File: config.mk
export PLATFORM = sky130hd
export DESIGN_NAME = usbrx_deframer
export DESIGN_NICKNAME = d
export VERILOG_FILES = /design/src/rtl/usbrx_pkg.sv /design/src/rtl/usbrx_nrzi.sv /design/src/rtl/usbrx_sync_det.sv /design/src/rtl/usbrx_unstuff.sv /design/src/rtl/usbrx_shifter.sv /design/src/rtl/usbrx_deframer.sv
export SDC_FILE = /design/constraint.sdc
export NUM_CORES = 1
export LEC_CHECK = 0
export CORE_UTILIZATION = 51
export CTS_BUF_LIST = sky130_fd_sc_hd__clkbuf_4
export CTS_CLUSTER_DIAMETER = 80
export DETAILED_ROUTE_END_ITERATION = 8
export PLACE_DENSITY_LB_ADDON = 0.25
export SYNTH_ARGS = -nofsm -noshare
export SYNTH_HDL_FRONTEND = slang
export SYNTH_SLANG_ARGS = --single-unit
File: constraint.sdc
create_clock -name clk -period 3.9 [get_ports clk]
set_input_delay 0.78 -clock clk [delete_from_list [all_inputs] [get_ports clk]]
set_output_delay 0.78 -clock clk [all_outputs]
set_load 0.005 [all_outputs]
File: src/rtl/usbrx_pkg.sv
package usbrx_pkg;

   typedef enum logic [1:0] {
      LS_SE0 = 2'b00,
      LS_J   = 2'b01,
      LS_K   = 2'b10,
      LS_SE1 = 2'b11
   } line_t;

   typedef enum logic [1:0] {
      ST_HUNT  = 2'd0,
      ST_DATA  = 2'd1,
      ST_EOP   = 2'd2,
      ST_DRAIN = 2'd3
   } rx_state_t;

endpackage

File: src/rtl/usbrx_nrzi.sv
module usbrx_nrzi
   import usbrx_pkg::*;
(
   input  logic       clk,
   input  logic       rst_n,
   input  logic       bit_en,
   input  logic [1:0] line_state,
   output logic       dec_bit,
   output logic       dec_se,
   output logic       dec_j
);

   logic prev_j_q;

   // J and K are the only differential states; the other two codes are single-ended
   always_comb begin
      dec_se  = (line_state == LS_SE0) || (line_state == LS_SE1);
      dec_j   = (line_state == LS_J);
      dec_bit = (dec_j == prev_j_q);
   end

   always_ff @(posedge clk) begin
      if (!rst_n) begin
         prev_j_q <= 1'b1;
      end else if (bit_en) begin
         prev_j_q <= dec_se ? 1'b1 : dec_j;
      end
   end

endmodule

File: src/rtl/usbrx_sync_det.sv
module usbrx_sync_det #(
   parameter int SYNC_LEN = 8
) (
   input  logic clk,
   input  logic rst_n,
   input  logic flush,
   input  logic shift_en,
   input  logic din,
   output logic hit
);

   localparam logic [SYNC_LEN-1:0] SYNC_PAT = {1'b1, {(SYNC_LEN-1){1'b0}}};

   logic [SYNC_LEN-1:0] win_q;
   logic [SYNC_LEN-1:0] win_nxt;

   // newest bit enters at the top, so the first bit of the field ends up at bit 0
   assign win_nxt = {din, win_q[SYNC_LEN-1:1]};
   assign hit     = shift_en && (win_nxt == SYNC_PAT);

   always_ff @(posedge clk) begin
      if (!rst_n || flush) begin
         win_q <= '1;
      end else if (shift_en) begin
         win_q <= win_nxt;
      end
   end

endmodule

File: src/rtl/usbrx_unstuff.sv
module usbrx_unstuff #(
   parameter int STUFF_RUN = 6
) (
   input  logic clk,
   input  logic rst_n,
   input  logic restart,
   input  logic in_en,
   input  logic din,
   output logic keep_en,
   output logic keep_bit,
   output logic stuff_err
);

   localparam int RUN_W = $clog2(STUFF_RUN + 1);
   localparam logic [RUN_W-1:0] RUN_MAX = RUN_W'(STUFF_RUN);

   logic [RUN_W-1:0] ones_q;
   logic             at_limit;

   always_comb begin
      at_limit  = (ones_q == RUN_MAX);
      keep_en   = in_en && !at_limit;
      keep_bit  = din;
      stuff_err = in_en && at_limit && din;
   end

   always_ff @(posedge clk) begin
      if (!rst_n) begin
         ones_q <= '0;
      end else if (restart) begin
         // the closing one of SYNC opens the run
         ones_q <= RUN_W'(1);
      end else if (in_en) begin
         if (at_limit || !din) begin
            ones_q <= '0;
         end else begin
            ones_q <= ones_q + RUN_W'(1);
         end
      end
   end

endmodule

File: src/rtl/usbrx_shifter.sv
module usbrx_shifter #(
   parameter int DATA_W = 8
) (
   input  logic              clk,
   input  logic              rst_n,
   input  logic              clear,
   input  logic              shift_en,
   input  logic              din,
   output logic              done,
   output logic [DATA_W-1:0] word
);

   localparam int CNT_W = $clog2(DATA_W);
   localparam logic [CNT_W-1:0] CNT_LAST = CNT_W'(DATA_W - 1);

   logic [DATA_W-1:0] sh_q;
   logic [CNT_W-1:0]  cnt_q;

   always_comb begin
      word = {din, sh_q[DATA_W-1:1]};
      done = shift_en && (cnt_q == CNT_LAST);
   end

   always_ff @(posedge clk) begin
      if (!rst_n) begin
         sh_q  <= '0;
         cnt_q <= '0;
      end else if (clear) begin
         cnt_q <= '0;
      end else if (shift_en) begin
         sh_q  <= word;
         cnt_q <= done ? '0 : cnt_q + CNT_W'(1);
      end
   end

endmodule

File: src/rtl/usbrx_deframer.sv
module usbrx_deframer
   import usbrx_pkg::*;
#(
   parameter int DATA_W    = 8,
   parameter int STUFF_RUN = 6,
   parameter int SYNC_LEN  = 8,
   parameter int EOP_SE0   = 2
) (
   input  logic              clk,
   input  logic              rst_n,
   input  logic              bit_en,
   input  logic [1:0]        line_state,
   output logic [DATA_W-1:0] rx_data,
   output logic              rx_valid,
   output logic              rx_active,
   output logic              rx_error
);

   localparam int SE_W = $clog2(EOP_SE0 + 1);
   localparam logic [SE_W-1:0] SE_MIN = SE_W'(EOP_SE0);

   generate
      if (DATA_W < 2) begin : g_bad_width
         $error("usbrx_deframer: DATA_W must be at least 2");
      end
      if (STUFF_RUN < 1) begin : g_bad_run
         $error("usbrx_deframer: STUFF_RUN must be at least 1");
      end
      if (SYNC_LEN < 2) begin : g_bad_sync
         $error("usbrx_deframer: SYNC_LEN must be at least 2");
      end
      if (EOP_SE0 < 1) begin : g_bad_eop
         $error("usbrx_deframer: EOP_SE0 must be at least 1");
      end
   endgenerate

   rx_state_t           state_q;
   logic [SE_W-1:0]     se_cnt_q;
   logic                dec_bit, dec_se, dec_j;
   logic                sync_shift, sync_flush, sync_hit;
   logic                us_in_en, keep_en, keep_bit, stuff_err;
   logic                byte_done;
   logic [DATA_W-1:0]   byte_word;
   logic                jk_strobe;

   usbrx_nrzi u_nrzi (
      .clk        (clk),
      .rst_n      (rst_n),
      .bit_en     (bit_en),
      .line_state (line_state),
      .dec_bit    (dec_bit),
      .dec_se     (dec_se),
      .dec_j      (dec_j)
   );

   always_comb begin
      jk_strobe  = bit_en && !dec_se;
      sync_shift = jk_strobe && (state_q == ST_HUNT);
      sync_flush = (state_q != ST_HUNT) || (bit_en && dec_se);
      us_in_en   = jk_strobe && (state_q == ST_DATA);
   end

   usbrx_sync_det #(.SYNC_LEN(SYNC_LEN)) u_sync (
      .clk      (clk),
      .rst_n    (rst_n),
      .flush    (sync_flush),
      .shift_en (sync_shift),
      .din      (dec_bit),
      .hit      (sync_hit)
   );

   usbrx_unstuff #(.STUFF_RUN(STUFF_RUN)) u_unstuff (
      .clk       (clk),
      .rst_n     (rst_n),
      .restart   (sync_hit),
      .in_en     (us_in_en),
      .din       (dec_bit),
      .keep_en   (keep_en),
      .keep_bit  (keep_bit),
      .stuff_err (stuff_err)
   );

   usbrx_shifter #(.DATA_W(DATA_W)) u_shift (
      .clk      (clk),
      .rst_n    (rst_n),
      .clear    (sync_hit),
      .shift_en (keep_en),
      .din      (keep_bit),
      .done     (byte_done),
      .word     (byte_word)
   );

   always_ff @(posedge clk) begin
      if (!rst_n) begin
         state_q   <= ST_HUNT;
         se_cnt_q  <= '0;
         rx_active <= 1'b0;
         rx_error  <= 1'b0;
         rx_valid  <= 1'b0;
         rx_data   <= '0;
      end else begin
         rx_error <= 1'b0;
         rx_valid <= byte_done;
         if (byte_done) begin
            rx_data <= byte_word;
         end
         case (state_q)
            ST_HUNT: begin
               if (sync_hit) begin
                  state_q   <= ST_DATA;
                  rx_active <= 1'b1;
               end
            end
            ST_DATA: begin
               if (bit_en && dec_se) begin
                  state_q  <= ST_EOP;
                  se_cnt_q <= SE_W'(1);
               end else if (stuff_err) begin
                  state_q   <= ST_DRAIN;
                  se_cnt_q  <= '0;
                  rx_active <= 1'b0;
                  rx_error  <= 1'b1;
               end
            end
            ST_EOP: begin
               if (bit_en && dec_se) begin
                  if (se_cnt_q != SE_MIN) begin
                     se_cnt_q <= se_cnt_q + SE_W'(1);
                  end
               end else if (jk_strobe) begin
                  state_q   <= ST_HUNT;
                  se_cnt_q  <= '0;
                  rx_active <= 1'b0;
                  if ((se_cnt_q < SE_MIN) || !dec_j) begin
                     rx_error <= 1'b1;
                  end
               end
            end
            default: begin
               if (bit_en && dec_se) begin
                  se_cnt_q <= SE_W'(1);
               end else if (jk_strobe) begin
                  if ((se_cnt_q != '0) && dec_j) begin
                     state_q <= ST_HUNT;
                  end
                  se_cnt_q <= '0;
               end
            end
         endcase
      end
   end

endmodule

==> flow_metrics.tcl <==
set metrics [dict create \
    status "finished, final reports clean" \
    critPathBufInv 2 \
    r2r-end "state_q[1]$_SDFFE_PN0P_" \
    finish.utilization_pct 61.0 \
    core-area_um2 3340 \
    syn_area_um2 1780 \
    drive_gt1_share_pct 5.86 \
    ys_seq_area_share_pct 40.4 \
    firstDrtPassIters 4 \
    met1_usage_pct 26.0 \
    finalInstanceArea_um2 2040 \
    drtAntennaViolNets 0 \
    hold_depth 2 \
    ys_top_cells_by_area "dfxtp_1, ha_1, a21boi_0, nand2_1, nand3_1" \
    pin_count 16 \
    grt_pass1_vias 1389 \
    crit_slowest_cell "or4_1" \
    area_delta_synth_final_pct 14.3 \
    synth-edff-count 0 \
    ys_ff_latch 36 \
    rr_startpoint "state_q[0]$_SDFFE_PN0P_" \
    grt_max_degree 31 \
    clock_latency_ns 0.35 \
    routedWlPerCell_um 13.0 \
    async_reset_ff_share_pct 0 \
    place_congestion 0.798 \
    start_util_pct 53.4 \
    synth_fa_ha_area_share_pct 8.43 \
    tns_ns 0 \
    die_x_um 61.1 \
    yosys_most_used_dff "dfxtp_1" \
    slew_headroom_pct 37.6 \
    dieArea_um2 3730 \
    path_clk_slew_ns 0.11 \
    dpl-instance-area_um2 1960 \
    worstPathArrival_ns 3.46 \
    synthCells 209 \
    critPathMaxFanout 14 \
    layoutNonFillerInstCount 268 \
    clockRootBuffer "clkbuf_4" \
    row_count 21 \
    avgSynthCellArea_um2 8.52 \
    synth_top_family_by_area "simple AND/OR/NAND/NOR gates" \
    cts.sinks 36 \
    grt_util_met2_pct 35.7 \
    grt_use_total_pct 21.3 \
    n_antenna_cell 0 \
    busiest_layer "met2" \
    wl_um 3490 \
    cp_cell_sequence "clkdlybuf4s50_1 > inv_1 > ha_1 > nand3b_1 > or4_1 > a222oi_1 > mux2i_1" \
    synth_compound_area_share_pct 19.6 \
    worstMarginPinSlew_ns 0.933 \
    min_period_ns 3.19 \
    rsz0062_at_grt "false" \
    endpoint_kind "flop" \
    yosys.cell_types.count 41 \
    grt_first_pass_wirelength_um 5820 \
    muxShareOfSynthArea_pct 1.69 \
    worstPathRequired_ns 4.18 \
    final_common_cell "dfxtp_1" \
    crit_family "simple AND/OR/NAND/NOR gates" \
    finalCritPeriodShare_pct 81.7 \
    powerDensity_nw_per_um2 387 \
    synthXorXnorAreaFrac_pct 0.983 \
    max-clock-path-buffers 2 \
    hold_viol 0 \
    setup_viol 0 \
    whs_endpoint "u_shift.cnt_q[2]$_SDFFE_PP0P_" \
    p_leak_uw 0.000714 \
    die-height_um 61.1 \
    gr-usage-met3_pct 5.67 \
    antenna_found_initial 0 \
    synth_top_cell_area_share_pct 40.4 \
    synthSimpleGateAreaFrac_pct 23.6 \
    ctsHoldBuffers 0 \
    cts_tree "done" \
    overflow 0 \
    post_cts_buffers 0 \
    cts-htree-levels 2 \
    vias_per_cell 5.59 \
    dp_hpwl_um 2440 \
    drv_cap 0 \
    hp-start "u_shift.cnt_q[2]$_SDFFE_PP0P_" \
    rrSetupSlack_ns 1.44 \
    via_count 1498 \
    drt_iter0_drc 58 \
    final_cell_mix "dfxtp_1, nand2_1, nand3_1, o21ai_0, clkdlybuf4s50_1" \
    cts_buffers 5 \
    place_inst 260 \
    fmax_ghz 0.314 \
    reg2regPathDepth 6 \
    whs_ns 0.465 \
    worstSetupStartpointType "input port" \
    hold_class "reg2reg" \
    drc 0 \
    finalClockSkew_ns 0.00814 \
    synth_top_cell_by_area "dfxtp_1" \
    ys_warn_count 0 \
    io_buffers 15 \
    syn-num-nets 226 \
    cts_resized 0 \
    fin_nets 238 \
    ir_worst_vdd_uv 215 \
    worst-setup-path-type "in2reg" \
    slew_violations 0 \
    slowest_delay_ns 0.71 \
]
==> cells in the mapped netlist, types with 3 or more instances <==
library cell	instances
or3_1	3
a21oi_1	8
nand2_1	24
nor2_1	10
nand2b_1	3
mux2i_1	3
o21ai_0	15
inv_1	10
clkbuf_1	12
nand3b_1	6
nor3b_1	6
ha_1	12
nor2b_1	3
a21boi_0	13
nand3_1	16
dfxtp_1	36
==> metal layers <==
| metal | wire length [um] | vias to the layer above |
|---|---|---|
| li1 | - | 757 |
| met4 | 47 | 0 |
| met1 | 1550 | 708 |
| met5 | 0 | - |
| met3 | 117 | 4 |
| met2 | 1780 | 29 |
==> sequential cells by signal, indices dropped and copies added, names as in the netlist, 2 cells and up, named ones only <==
signal	cells
u_unstuff.ones_q	3
rx_data	8
u_shift.sh_q	7
u_shift.cnt_q	3
u_sync.win_q	7
state_q	2
==> report_power, final <==
group	internal, uW	switching, uW	total, uW
logic	59.2	74.7	134
registers	379	9.96	389
clock network	134	130	264
total	572	215	787
==> cells by family (layout without fill, tap and decap cells) <==
logic type | count (synthesis) | after routing
multiplexers | 3 | 3
adder cells (fa/ha/maj) | 12 | 12
flip-flops | 36 | 36
AO/OA/AOI/OAI | 52 | 52
XOR/XNOR | 2 | 2
AND/OR/NAND/NOR | 81 | 81
buffers and inverters | 23 | 36
==> cell type report <==
type	count	area (um2)
Tap cell	46	57.6
Clock buffer	5	37.5
Sequential cell	36	721
Timing Repair Buffer	18	173
Inverter	10	37.5
Multi-Input combinational cell	150	967
Clock inverter	3	42.5
Fill cell	308	1300
==> stage by stage <==
step	total power [uW]	setup WS [ns]
2_1_floorplan	496	1.24
3_3_place_gp	526	0.428
3_5_place_dp	531	0.339
4_1_cts	797	0.729
5_1_grt	830	0.573
6_report	787	0.715
==> tightest hold or removal path, delay by kind of cell, from the launching register on <==
family | cells | cell delay [ns]
AO/OA/AOI/OAI | 1 | 0.05
flip-flops | 1 | 0.33
AND/OR/NAND/NOR | 1 | 0.05
==> how the worst max path moves through the flow <==
stage,startpoint,to,slack (ns),cells after the start
global placement,line_state[0],state_q[0]$_SDFFE_PN0P_,0.43,7
finish,line_state[0],state_q[1]$_SDFFE_PN0P_,0.71,7
CTS,line_state[0],state_q[1]$_SDFFE_PN0P_,0.73,7
global route,line_state[0],state_q[1]$_SDFFE_PN0P_,0.57,7
floorplan,line_state[0],state_q[0]$_SDFFE_PN0P_,1.24,7
detailed placement,line_state[0],state_q[1]$_SDFFE_PN0P_,0.34,7
Power figures use the tool's default switching activity.
